## config.mk

```make
export PLATFORM = sky130hd
export DESIGN_NAME = pflag_unit
export DESIGN_NICKNAME = d
export VERILOG_FILES = /design/src/rtl/pflag_pkg.sv /design/src/rtl/pflag_occ_count.sv /design/src/rtl/pflag_ser_sync.sv /design/src/rtl/pflag_offset_regs.sv /design/src/rtl/pflag_cell.sv /design/src/rtl/pflag_unit.sv
export SDC_FILE = /design/constraint.sdc
export NUM_CORES = 1
export LEC_CHECK = 0
export BUFFER_PORTS_ARGS = -buffer_cell sky130_fd_sc_hd__clkbuf_2
export CORE_ASPECT_RATIO = 0.5
export CORE_MARGIN = 1.5
export CORE_UTILIZATION = 55
export CTS_CLUSTER_SIZE = 30
export DETAILED_ROUTE_END_ITERATION = 10
export GPL_TIMING_DRIVEN = 0
export PLACE_DENSITY = 0.79
export SKIP_LAST_GASP = 1
export SYNTH_ARGS = -nofsm -noshare
export SYNTH_HDL_FRONTEND = slang
export SYNTH_SLANG_ARGS = --single-unit
```

## constraint.sdc

```tcl
create_clock -name clk -period 3.7 [get_ports clk]
set_clock_uncertainty 0.15 [all_clocks]
set_input_delay 0.555 -clock clk [delete_from_list [all_inputs] [get_ports clk]]
set_output_delay 0.555 -clock clk [all_outputs]
set_load 0.01 [all_outputs]
```

## src/rtl/pflag_pkg.sv

```systemverilog
package pflag_pkg;

   localparam int unsigned PRESET_COUNT = 8;
   localparam int unsigned PRESET_SEL_W = 3;

   // preset offset for select code k: 2^(k+1)-1, clipped to depth-1
   function automatic int unsigned preset_offset(input int unsigned depth,
                                                 input int unsigned k);
      int unsigned v;
      v = (32'd2 << k) - 32'd1;
      return (v > depth - 1) ? depth - 1 : v;
   endfunction

endpackage

```

## src/rtl/pflag_occ_count.sv

```systemverilog
module pflag_occ_count #(
   parameter int unsigned DEPTH = 256,
   localparam int unsigned CW = $clog2(DEPTH + 1)
) (
   input  logic          clk,
   input  logic          mrst_n,
   input  logic          prst_n,
   input  logic          wr_ev,
   input  logic          rd_ev,
   output logic [CW-1:0] occ,
   output logic [CW-1:0] free
);

   localparam logic [CW-1:0] FULL_LVL = CW'(DEPTH);

   logic do_wr, do_rd;

   always_comb begin
      do_wr = wr_ev && (occ != FULL_LVL);
      do_rd = rd_ev && (occ != '0);
   end

   always_ff @(posedge clk) begin
      if (!mrst_n || !prst_n) begin
         occ <= '0;
      end else begin
         case ({do_wr, do_rd})
            2'b10:   occ <= occ + 1'b1;
            2'b01:   occ <= occ - 1'b1;
            default: occ <= occ;
         endcase
      end
   end

   assign free = FULL_LVL - occ;

   p_no_overflow_r2: assert property (@(posedge clk) disable iff (!mrst_n)
      occ <= FULL_LVL);

   p_write_step_r2: assert property (@(posedge clk) disable iff (!mrst_n)
      (prst_n && wr_ev && !rd_ev && occ != FULL_LVL) |=> occ == $past(occ) + 1'b1);

   p_empty_read_r2: assert property (@(posedge clk) disable iff (!mrst_n)
      (prst_n && rd_ev && !wr_ev && occ == '0) |=> occ == '0);

   p_full_write_r2: assert property (@(posedge clk) disable iff (!mrst_n)
      (prst_n && wr_ev && !rd_ev && occ == FULL_LVL) |=> occ == FULL_LVL);

   p_both_mid_r2: assert property (@(posedge clk) disable iff (!mrst_n)
      (prst_n && wr_ev && rd_ev && occ != '0 && occ != FULL_LVL) |=> $stable(occ));

   p_prst_clear_r9: assert property (@(posedge clk) disable iff (!mrst_n)
      !prst_n |=> occ == '0);

endmodule

```

## src/rtl/pflag_ser_sync.sv

```systemverilog
module pflag_ser_sync #(
   parameter int unsigned STAGES = 2
) (
   input  logic clk,
   input  logic mrst_n,
   input  logic ser_clk,
   input  logic ser_en,
   input  logic ser_din,
   output logic bit_step,
   output logic bit_val
);

   if (STAGES < 2) begin : g_bad_stages
      $error("pflag_ser_sync: STAGES must be at least 2");
   end

   // lanes: [0] serial clock, [1] enable, [2] data
   logic [2:0] chain [STAGES];
   logic       clk_prev;

   for (genvar s = 0; s < STAGES; s++) begin : g_stage
      if (s == 0) begin : g_first
         always_ff @(posedge clk) begin
            if (!mrst_n) chain[0] <= '0;
            else         chain[0] <= {ser_din, ser_en, ser_clk};
         end
      end else begin : g_next
         always_ff @(posedge clk) begin
            if (!mrst_n) chain[s] <= '0;
            else         chain[s] <= chain[s-1];
         end
      end
   end

   always_ff @(posedge clk) begin
      if (!mrst_n) clk_prev <= 1'b0;
      else         clk_prev <= chain[STAGES-1][0];
   end

   assign bit_step = chain[STAGES-1][0] && !clk_prev && chain[STAGES-1][1];
   assign bit_val  = chain[STAGES-1][2];

   p_step_single_r7: assert property (@(posedge clk) disable iff (!mrst_n)
      bit_step |=> !bit_step);

endmodule

```

## src/rtl/pflag_offset_regs.sv

```systemverilog
module pflag_offset_regs
   import pflag_pkg::*;
#(
   parameter int unsigned DEPTH = 256,
   localparam int unsigned OW = $clog2(DEPTH),
   localparam int unsigned NBITS = 2 * OW,
   localparam int unsigned IW = $clog2(NBITS + 1)
) (
   input  logic                    clk,
   input  logic                    mrst_n,
   input  logic                    prst_n,
   input  logic [PRESET_SEL_W-1:0] preset_sel,
   input  logic                    ld_stb,
   input  logic [OW-1:0]           ld_data,
   input  logic                    bit_step,
   input  logic                    bit_val,
   output logic [OW-1:0]           ae_off,
   output logic [OW-1:0]           af_off
);

   localparam logic [IW-1:0] IDX_END = IW'(NBITS);

   logic [OW-1:0] preset_tbl [PRESET_COUNT];

   for (genvar k = 0; k < PRESET_COUNT; k++) begin : g_preset
      assign preset_tbl[k] = OW'(preset_offset(DEPTH, k));
   end

   logic          ld_to_full;   // 0: next parallel load targets empty offset
   logic [IW-1:0] bit_idx;
   logic [OW-1:0] ae_nx, af_nx;
   logic [IW-1:0] idx_nx;
   logic          ptr_nx;

   always_comb begin
      ae_nx  = ae_off;
      af_nx  = af_off;
      idx_nx = bit_idx;
      ptr_nx = ld_to_full;
      if (bit_step && bit_idx != IDX_END) begin
         for (int b = 0; b < OW; b++) begin
            if (bit_idx == IW'(b))      ae_nx[b] = bit_val;
            if (bit_idx == IW'(b + OW)) af_nx[b] = bit_val;
         end
         idx_nx = bit_idx + 1'b1;
      end
      if (ld_stb) begin
         if (ld_to_full) af_nx = ld_data;
         else            ae_nx = ld_data;
         ptr_nx = !ld_to_full;
      end
   end

   always_ff @(posedge clk) begin
      if (!mrst_n) begin
         ae_off     <= preset_tbl[preset_sel];
         af_off     <= preset_tbl[preset_sel];
         ld_to_full <= 1'b0;
         bit_idx    <= '0;
      end else if (!prst_n) begin
         ld_to_full <= 1'b0;
         bit_idx    <= '0;
      end else begin
         ae_off     <= ae_nx;
         af_off     <= af_nx;
         ld_to_full <= ptr_nx;
         bit_idx    <= idx_nx;
      end
   end

   p_preset_load_r1: assert property (@(posedge clk) disable iff (!mrst_n)
      $rose(mrst_n) |-> (ae_off == preset_tbl[$past(preset_sel)]
                         && af_off == preset_tbl[$past(preset_sel)]));

   p_ptr_toggle_r6: assert property (@(posedge clk) disable iff (!mrst_n)
      (prst_n && ld_stb) |=> ld_to_full != $past(ld_to_full));

   p_ser_stop_r7: assert property (@(posedge clk) disable iff (!mrst_n)
      (prst_n && bit_idx == IDX_END) |=> bit_idx == IDX_END);

   p_prst_keep_r9: assert property (@(posedge clk) disable iff (!mrst_n)
      !prst_n |=> ($stable(ae_off) && $stable(af_off)));

   p_idle_keep_r8: assert property (@(posedge clk) disable iff (!mrst_n)
      (prst_n && !bit_step && !ld_stb) |=> ($stable(ae_off) && $stable(af_off)));

endmodule

```

## src/rtl/pflag_cell.sv

```systemverilog
module pflag_cell #(
   parameter int unsigned CW = 9,
   parameter int unsigned OW = 8,
   parameter bit          RST_VAL = 1'b0
) (
   input  logic          clk,
   input  logic          mrst_n,
   input  logic          prst_n,
   input  logic          async_mode,
   input  logic [CW-1:0] level,
   input  logic [OW-1:0] offset,
   output logic          flag
);

   if (OW >= CW) begin : g_bad_width
      $error("pflag_cell: offset must be narrower than level");
   end

   logic raw, held;

   assign raw = level <= CW'(offset);

   always_ff @(posedge clk) begin
      if (!mrst_n || !prst_n) held <= RST_VAL;
      else                    held <= raw;
   end

   assign flag = async_mode ? raw : held;

endmodule

```

## src/rtl/pflag_unit.sv

```systemverilog
module pflag_unit
   import pflag_pkg::*;
#(
   parameter int unsigned DEPTH = 256,
   parameter int unsigned SER_STAGES = 2,
   localparam int unsigned OW = $clog2(DEPTH),
   localparam int unsigned CW = $clog2(DEPTH + 1)
) (
   input  logic                    clk,
   input  logic                    mrst_n,
   input  logic                    prst_n,
   input  logic                    wr_ev,
   input  logic                    rd_ev,
   input  logic                    ld_stb,
   input  logic [OW-1:0]           ld_data,
   input  logic                    ser_clk,
   input  logic                    ser_en,
   input  logic                    ser_din,
   input  logic [PRESET_SEL_W-1:0] preset_sel,
   input  logic                    flag_async,
   output logic                    almost_empty,
   output logic                    almost_full
);

   if (DEPTH < 4) begin : g_bad_depth
      $error("pflag_unit: DEPTH must be at least 4");
   end
   if ((1 << OW) != DEPTH) begin : g_bad_pow2
      $error("pflag_unit: DEPTH must be a power of two");
   end

   logic [CW-1:0] occ, free;
   logic [OW-1:0] ae_off, af_off;
   logic          bit_step, bit_val;
   logic          ld_ok, step_ok;

   // partial reset blocks programming in the same cycle
   assign ld_ok   = ld_stb && prst_n;
   assign step_ok = bit_step && prst_n;

   pflag_occ_count #(.DEPTH(DEPTH)) u_count (
      .clk(clk), .mrst_n(mrst_n), .prst_n(prst_n),
      .wr_ev(wr_ev), .rd_ev(rd_ev), .occ(occ), .free(free)
   );

   pflag_ser_sync #(.STAGES(SER_STAGES)) u_ser (
      .clk(clk), .mrst_n(mrst_n), .ser_clk(ser_clk), .ser_en(ser_en),
      .ser_din(ser_din), .bit_step(bit_step), .bit_val(bit_val)
   );

   pflag_offset_regs #(.DEPTH(DEPTH)) u_offs (
      .clk(clk), .mrst_n(mrst_n), .prst_n(prst_n), .preset_sel(preset_sel),
      .ld_stb(ld_ok), .ld_data(ld_data), .bit_step(step_ok), .bit_val(bit_val),
      .ae_off(ae_off), .af_off(af_off)
   );

   // channel 0: almost-empty on occupancy; channel 1: almost-full on free space
   logic [CW-1:0] ch_level  [2];
   logic [OW-1:0] ch_offset [2];
   logic [1:0]    ch_flag;

   assign ch_level[0]  = occ;
   assign ch_level[1]  = free;
   assign ch_offset[0] = ae_off;
   assign ch_offset[1] = af_off;

   for (genvar c = 0; c < 2; c++) begin : g_flag
      pflag_cell #(.CW(CW), .OW(OW), .RST_VAL(c == 0)) u_cell (
         .clk(clk), .mrst_n(mrst_n), .prst_n(prst_n), .async_mode(flag_async),
         .level(ch_level[c]), .offset(ch_offset[c]), .flag(ch_flag[c])
      );
   end

   assign almost_empty = ch_flag[0];
   assign almost_full  = ch_flag[1];

   p_empty_flag_r3: assert property (@(posedge clk) disable iff (!mrst_n)
      (flag_async && occ == '0) |-> almost_empty);

   p_full_flag_r4: assert property (@(posedge clk) disable iff (!mrst_n)
      (flag_async && occ == CW'(DEPTH)) |-> almost_full);

   p_sync_lag_r5: assert property (@(posedge clk) disable iff (!mrst_n)
      (!flag_async && prst_n) |=>
         (!flag_async -> (almost_empty == ($past(occ) <= CW'($past(ae_off)))
                          && almost_full == ($past(free) <= CW'($past(af_off))))));

endmodule

```

==> Word level (Yosys, flattened, before mapping) <==
Memories as Yosys holds them, arrays and structs flattened.
Index checks and enable logic that the tools add are counted.
{ "totals": {"input_bits": 21, "rom_bits": 64, "mem_bits_rw": 6, "out_inout_bits": 2, "word_cells": 91, "ff_bits": 34, "n_memories": 2} }
{ "classes": {"n_eq_ne": 20, "add_sub_neg": 4, "order_cmp": 3, "n_mux": 35, "n_reduce_logical": 16, "bitwise_logic": 3} }
{ "memory_table": {"columns": ["memory", "depth", "word_bits", "rd", "rd_clocked_by_memory_dff", "wr", "line", "rtl"], "rows": [
  ["(no name shown)", 8, 8, 1, 0, 0, "pflag_offset_regs.sv:56", "ae_off <= preset_tbl[preset_sel];"],
  ["u_ser.chain", 2, 3, 2, 0, 2, "pflag_ser_sync.sv:18", "logic [2:0] chain [STAGES];"]
]} }
{ "op_table": {"columns": ["operator", "n"], "rows": [
  ["$mux 8", 12],
  ["$eq 5x4->1 const B", 8],
  ["$eq 5x3->1 const B", 4],
  ["$mux 1", 20],
  ["$le 9x8->1", 2],
  ["$pmux 9 s2", 1],
  ["$eq 5x2->1 const B", 2],
  ["$add 9x1->9 const B", 1],
  ["$ne 9x9->1 const B", 1],
  ["$reduce_bool 9->1", 1],
  ["$sub 9x1->9 const B", 1],
  ["$sub 9x9->9 const A", 1],
  ["$logic_and 1x1->1", 7],
  ["$mux 3", 2],
  ["$add 5x1->5 const B", 1],
  ["$eq 5x1->1 const B", 1],
  ["$logic_not 5->1", 1],
  ["$ne 5x5->1 const B", 1],
  ["$ge 4x4->1 const B", 1],
  ["$logic_not 1->1", 4],
  ["$not 3->4", 1],
  ["$eq 2x1->1 const B", 1],
  ["$eq 2x2->1 const B", 1],
  ["$ne 2x1->1 const B", 1],
  ["other kinds (4)", 5]
]} }

==> Depth between registers and ports, before layout <==
Gate-level depths: netlist of run 1.
{ "depth": {"depth_word": 10, "mapped_depth": 18, "mapped_depth_nobuf": 15} }

==> By module <==
A second synthesis of run 1 with hierarchy kept.
{ "hier_totals": {"cells_unflattened": 355, "hier_area_um2": 3111.7} }
{ "modules_own_cells": {"columns": ["mod", "seq_area_each_um2", "area_each_um2", "cells_each", "n_inst"], "rows": [
  ["pflag_offset_regs", 600.6, 1421.4, 145, 1],
  ["pflag_occ_count", 180.2, 1002.2, 130, 1],
  ["pflag_cell (g_flag[1].u_cell)", 20.0, 242.7, 32, 1],
  ["pflag_cell (g_flag[0].u_cell)", 20.0, 240.2, 31, 1],
  ["pflag_ser_sync", 140.1, 192.7, 15, 1],
  ["pflag_unit", 0.0, 12.5, 2, 1]
]} }

==> Least setup slack after synthesis of run 1 <==
OpenSTA, ideal clock, no wires.
{ "synth_timing": {"kind": "reg-to-reg", "from": "register u_count.occ[1]", "to": "register u_count.occ[4]", "setup_ps": 67, "path_buffers": 3, "stages_incl_launch_ff": 19, "t_required_ps": 3483, "arrival_time_ps": 3568, "setup_slack_ps": -85, "synth_period_minus_slack_ps": 3785, "cell_sequence": "dfxtp_1 buf_6 inv_1 ha_1 nor3b_1 nand2_1 nor3_1 ha_1 nand2b_1 ha_1 buf_4 buf_4 xor2_1 ha_1 a21boi_4 o22ai_4 or3_1 a2111o_1 o21ai_2"} }
{ "synth_between": {"elab_chain_cells": 4} }
{ "synth_rtl": {"columns": ["element", "line", "rtl"], "rows": [
  ["from (decl)", "pflag_occ_count.sv:10", "output logic [CW-1:0] occ,"],
  ["from (signal assigned)", "pflag_occ_count.sv:28", "2'b10: occ <= occ + 1'b1;"],
  ["from (signal assigned)", "pflag_occ_count.sv:29", "2'b01: occ <= occ - 1'b1;"],
  ["branches (longest 4 deep; another with $sub 9x1->9)", null, null]
]} }
Parallel ways; which one is timed is not known.
A chain may end at the register's enable or synchronous reset.

==> Final worst setup path of run 1 <==
{ "layout_timing": {"from": "register u_count.occ[3]", "to": "output port almost_full"} }
{ "layout_between": {"elab_chain_cells": 3} }
{ "layout_rtl": {"columns": ["element", "line", "rtl"], "rows": [
  ["$sub 9x9->9", "pflag_occ_count.sv:35", "assign free = FULL_LVL - occ;"],
  ["$le 9x8->1", "pflag_cell.sv:21", "assign raw = level <= CW'(offset);"],
  ["$mux 1", "pflag_cell.sv:28", "assign flag = async_mode ? raw : held;"],
  ["to (decl)", "pflag_unit.sv:22", "output logic almost_full"]
]} }
No other way between the ends.

==> impl_metrics.py, run 1 <==
metrics = {
    "finish": {
        "layout.nets": 433,
        "utilization_pct": 65.58,
        "area_delta_synth_final_pct": 15.47,
        "antenna_cells": 0,
        "drive_gt1_share_pct": 16.32,
        "instances_no_fill": 459,
        "design_area_mm2": 0.003586,
    },
    "global_routing": {
        "grt-ovfl-total": 0,
        "grt_pass1_vias": 2795,
        "grt_pass1_wl_um": 13150,
        "antenna_found_initial": 0,
        "grt_usage_pct": 28.36,
        "grt_start_max_net_pins": 17,
    },
    "floorplan": {
        "die_w_um": 109.3,
        "die_h_um": 56.14,
        "ios": 23,
        "start_util_pct": 56.80,
        "die_area_mm2": 0.006134,
        "core_mm2": 0.005468,
        "std_cell_rows": 19,
    },
    "logic_synthesis": {
        "yosysUniqueCellTypes": 64,
        "synth-seq-cells": 40,
        "syn_inst": 353,
        "yosys-top-cells-count": "nor2_1, ha_1, dfxtp_1",
        "yosysTopAreaCell": "dfxtp_1",
        "synth_top_flop_cell": "dfxtp_1",
        "postSynthAreaPerCell_um2": 8.797,
        "synth_top_area_share_pct": 15.47,
        "synth_edf_count": 16,
        "seq_area_frac_synth_pct": 30.94,
        "synth_most_common_cell": "nor2_1",
        "ys_warn_count": 0,
        "synth_nets": 401,
        "async_flop_share_pct": 0,
        "synthTopCellsByArea": "dfxtp_1, edfxtp_1, ha_1",
        "netlist_area_mm2": 0.003105,
    },
    "clocking": {
        "cts_tree": "yes",
        "cts_max_level": 2,
        "postCtsHoldBufs": 0,
        "clock-root-buffer": "clkbuf_16",
        "clkSlewWorstSetupHoldPaths_ns": 0.06,
        "numCtsBuffers": 5,
        "clockBufferDepth": 2,
        "clk_latency_ns": 0.29,
        "numClockSinks": 40,
    },
    "setup_path": {
        "critPathArrivalTime_ns": 2.84,
        "crit_type": "reg -> out",
        "worst_setup_path_start_kind": "flop",
        "endpoint_kind": "primary output",
        "critPathRequiredTime_ns": 2.99,
        "crit_fanout": 10,
    },
    "job": {
        "drv_cap": 0,
    },
    "pwr": {
        "p_int_uw": 994.0,
        "power_frac_clock_pct": 41.8,
        "pwr-share-comb_pct": 20.5,
        "p_leak_uw": 0.001446,
        "p_seq_share_pct": 37.6,
        "vdd_ir_drop_max_v": 0.0002612,
        "swShare_pct": 26.23,
        "switchingPower_uw": 353.4,
        "power_uw": 1347,
        "power_density_mw_per_mm2": 375.7,
    },
    "placement": {
        "io_buffer_count": 21,
        "dp_hpwl_um": 5842,
        "gp_congestion": 0.8853,
        "placed_cell_area_mm2": 0.003309,
        "placedCellCount": 447,
    },
    "drt": {
        "first_iter_violations": 142,
        "first_pass_iters": 6,
        "wl_um": 7920,
        "drt-wirelength-per-cell_um": 17.25,
        "drtAntennaViolNets": 0,
        "drc": 0,
        "num_vias": 2877,
        "viasPerCell": 6.268,
    },
    "timing": {
        "slew_headroom_pct": 48.33,
        "finalHoldViolCount": 0,
        "setup_viol_count_final": 0,
        "fmax_mhz": 282.2,
        "worst_pin_slew_ns": 0.7751,
        "tns_ns": 0,
        "timing.final.crit_share_pct": 95.78,
        "report.final.slew_viol_count": 0,
        "fin_crit_ns": 3.544,
        "rsz0062_at_grt": "false",
    },
    "status": {
        "run_status": "finished clean",
    },
    "worst_hold_path": {
        "hp-class": "reg -> reg",
    },
}
## worst max-delay path: stages (launching register included)
cell,delay (ns)
dfxtp_1,0.36
buf_2,0.23
nor4_1,0.63
nand2_1,0.16
xor2_1,0.19
ha_1,0.32
o21ai_0,0.18
a32oi_1,0.11
a21oi_1,0.22
clkbuf_2,0.17
## final timing paths
kind                            slack [ns]  cells after the start                    startpoint                            to
worst max-delay path                  0.16                      9   u_count.occ[3]$_SDFFE_PN0P_                   almost_full
worst min-delay path                  0.29                      1  u_ser.chain[0][2]$_SDFF_PN0_  u_ser.chain[1][2]$_SDFF_PN0_
worst max register to register        0.19                     17   u_count.occ[1]$_SDFFE_PN0P_   u_count.occ[8]$_SDFFE_PN0P_
worst min register to register        0.29                      1  u_ser.chain[0][2]$_SDFF_PN0_  u_ser.chain[1][2]$_SDFF_PN0_
## cell type report
type / instances / area (µm²)
inverter: 21 / 78.83
tap: 73 / 91.34
fill: 437 / 1882
buffer: 20 / 108.9
sequential: 40 / 962.2
clock inverter: 2 / 60.06
clock buffer: 6 / 128.9
multi-input combinational: 271 / 2013
timing repair buffer: 26 / 142.6
## what timing repair did
item / CTS / global route
setup endpoints to repair: 3 / 3
pin swaps: 1 / 4
resized for setup: 11 / 3
cloned: 0 / 0
setup buffers: 3 / 2
endpoints found under the hold margin: 0 / 0
## cell families after synthesis
logic type | synth area share, %
adder cells (fa/ha/maj) | 10.88
AO/OA/AOI/OAI | 19.74
XOR/XNOR | 4.231
flip-flops | 30.94
AND/OR/NAND/NOR | 23.65
multiplexers | 4.553
buffers and inverters | 6.003
## power groups by stage
| stage | clock network (µW) | logic (µW) | registers (µW) |
|---|---|---|---|
| after floorplan | 0 | 184 | 508 |
| after global placement | 0 | 237 | 515 |
| after detailed placement | 0 | 250 | 515 |
| after CTS | 570 | 267 | 506 |
| after global routing | 590 | 308 | 509 |
| final | 564 | 277 | 507 |
## registers in the layout (all words and copies together), names as in the netlist
name	count
u_offs.af_off	8
u_ser.chain	6
u_ser.clk_prev	1
u_offs.ae_off	8
u_offs.bit_idx	5
u_count.occ	9
u_offs.ld_to_full	1
g_flag.u_cell.held	2
## routing by layer
layer | vias up | global-route usage [%] | share of wire [%] | wire [µm]
li1 | 1346 | - | - | -
met1 | 1352 | 36.50 | 42 | 3324
met2 | 153 | 45.27 | 46 | 3626
met3 | 26 | 7.728 | 9.5 | 749
met4 | 0 | 11.32 | 2.8 | 220
met5 | - | 0 | 0 | 0
## layout by cell type (no fill, tap or decap), types with 7 or more instances in the layout
| cell type | n |
|---|---|
| ha_1 | 23 |
| clkbuf_2 | 22 |
| and2_1 | 12 |
| nor4_1 | 7 |
| dfxtp_1 | 23 |
| inv_1 | 21 |
| clkbuf_1 | 14 |
| o21ai_0 | 20 |
| nand2_1 | 20 |
| nand3_1 | 11 |
| nor2b_1 | 12 |
| mux2i_1 | 13 |
| xor2_1 | 8 |
| edfxtp_1 | 16 |
| nor2_1 | 29 |
| a21oi_1 | 14 |
| xnor2_1 | 7 |
## metrics by stage
stage	hold WS (ns)	worst slack, ns
after detailed placement	0.2767	-0.3452
after floorplan	0.2619	0.08902
final	0.2853	0.1561
after global routing	0.3082	0.001586
after CTS	0.2916	0.003111
after global placement	0.2649	-0.2865
(Power assumes the default switching activity.)
==> inputs of run 2 (changes only) <==
CORE_UTILIZATION = 45   (was 55)
PLACE_DENSITY = 0.65   (was 0.79)
clock period = 4.23 ns   (was 3.7 ns; I/O delays follow)
==> impl_metrics.py, run 2 (synthesized netlist as in run 1, its figures left out) <==
metrics = {
    "finish": {
        "drive_gt1_share_pct": 13.35,
        "reg.largest.list": "u_count.occ x9, u_offs.ae_off x8, u_offs.af_off x8",
        "multi_input_area_mm2": 0.001981,
        "final_cell_mix": "nor2_1, ha_1, dfxtp_1",
        "final_common_cell": "nor2_1",
        "register_area_um2": 960.9,
        "design_area_mm2": 0.003490,
        "area_delta_synth_final_pct": 12.37,
        "antenna_cells": 0,
        "nFillCells": 642,
        "largest-register": "u_count.occ",
        "largest_reg_flops": 9,
        "layout.nets": 429,
    },
    "timing": {
        "worst_hold_slack_ns": 0.2822,
        "report.final.slew_viol_count": 0,
        "finalHoldViolCount": 0,
        "setup_viol_count_final": 0,
        "tns_ns": 0,
        "timing.final.crit_share_pct": 94.49,
        "fmax_mhz": 250.2,
        "worst_pin_slew_ns": 0.7349,
        "slew_headroom_pct": 51.01,
        "fin_crit_ns": 3.997,
    },
    "clocking": {
        "cts_tree": "yes",
        "cts_max_level": 2,
        "clkSlewWorstSetupHoldPaths_ns": 0.06,
        "clk_latency_ns": 0.28,
        "cts_setup_buffers": 0,
        "numCtsBuffers": 5,
        "clockBufferDepth": 2,
        "postCtsHoldBufs": 0,
        "clock-root-buffer": "clkbuf_16",
        "numClockSinks": 40,
    },
    "setup_path": {
        "worst_setup_path_start_kind": "flop",
        "crit_type": "reg -> reg",
        "crit_fanout": 10,
        "critPathArrivalTime_ns": 4.06,
        "critPathRequiredTime_ns": 4.29,
        "endpoint_kind": "flop",
    },
    "drt": {
        "first_pass_iters": 4,
        "first_iter_violations": 148,
        "drc": 0,
        "drt-wirelength-per-cell_um": 15.87,
        "num_vias": 2689,
        "viasPerCell": 5.673,
        "wl_um": 7521,
        "drtAntennaViolNets": 0,
    },
    "pwr": {
        "power_density_mw_per_mm2": 297.2,
        "p_leak_uw": 0.001392,
        "power_uw": 1037,
        "vdd_ir_drop_max_v": 0.0001465,
    },
    "floorplan": {
        "core_mm2": 0.006674,
        "die_h_um": 61.74,
        "die_w_um": 120.5,
        "ios": 23,
        "die_area_mm2": 0.007438,
        "start_util_pct": 46.53,
        "std_cell_rows": 21,
    },
    "global_routing": {
        "grt-ovfl-total": 0,
        "antenna_found_initial": 0,
        "grt_pass1_vias": 2485,
        "grt_pass1_wl_um": 12040,
        "grt_usage_pct": 21.38,
        "grt_start_max_net_pins": 17,
    },
    "status": {
        "run_status": "finished clean",
    },
    "placement": {
        "io_buffer_count": 21,
        "placed_cell_area_mm2": 0.003326,
        "dp_hpwl_um": 5799,
        "gp_congestion": 0.8856,
    },
    "job": {
        "drv_cap": 0,
    },
    "worst_hold_path": {
        "hp-class": "reg -> reg",
    },
}
[run 2: changes by cell type in the layout (fill, tap and decap cells not counted), sizes merged]
cell | previous run | this run
buf | 11 | 7
bufinv | 2 | 0
clkinv | 0 | 1
clkinvlp | 0 | 1
[run 2: stage by stage]
stage / worst slack [ns] / std cells / utilization, %
after floorplan: 0.4451 / 353 / -
after global placement: -0.03651 / 466 / 49.83
after detailed placement: -0.03095 / 466 / 49.83
after CTS: 0.02964 / 474 / 51.99
after global routing: -0.01982 / 474 / 52.29
final: 0.2333 / 474 / 52.29
[run 2: layout make-up]
type,count,area share (%)
tap,92,3.299
inverter,21,2.259
clock inverter,2,0.3586
timing repair buffer,21,3.012
multi-input combinational,271,56.76
buffer,21,3.084
sequential,40,27.54
clock buffer,6,3.693
[run 2: worst paths after layout]
| path | start | end | slack (ns) | cells past startpoint |
|---|---|---|---|---|
| worst max-delay path | u_count.occ[0]$_SDFFE_PN0P_ | u_count.occ[4]$_SDFFE_PN0P_ | 0.23 | 17 |
| worst min-delay path | u_ser.chain[0][1]$_SDFF_PN0_ | u_ser.chain[1][1]$_SDFF_PN0_ | 0.28 | 1 |
| worst max register to register | u_count.occ[0]$_SDFFE_PN0P_ | u_count.occ[4]$_SDFFE_PN0P_ | 0.23 | 17 |
| worst min register to register | u_ser.chain[0][1]$_SDFF_PN0_ | u_ser.chain[1][1]$_SDFF_PN0_ | 0.28 | 1 |
[run 2: repair_timing]
action	CTS	global route
pin swaps	0	1
setup endpoints to repair	3	3
resized for setup	1	3
[run 2: where the power goes]
part	internal, µW	switching, µW
Combinational	94.4	129
Clock	218	154
Sequential	427	15.3
Total	739	298
[run 2: metal layers]
metal  routed length (µm)  track usage [%]
met2                 3324            35.63
met1                 3605            28.18
met5                    0                0
met3                  483            4.197
met4                  108            8.908
[run 2: worst max-delay path, cell delays in order (launching register included)]
cell,delay [ns]
dfxtp_1,0.47
inv_1,0.14
ha_1,0.25
nor3b_2,0.18
nand2_1,0.12
nor3_2,0.07
ha_1,0.20
nor2b_1,0.23
ha_4,0.24
buf_4,0.17
buf_4,0.19
xor2_1,0.17
ha_1,0.21
a21boi_4,0.20
o22ai_4,0.10
or3_1,0.34
a2111o_1,0.43
o21ai_2,0.06
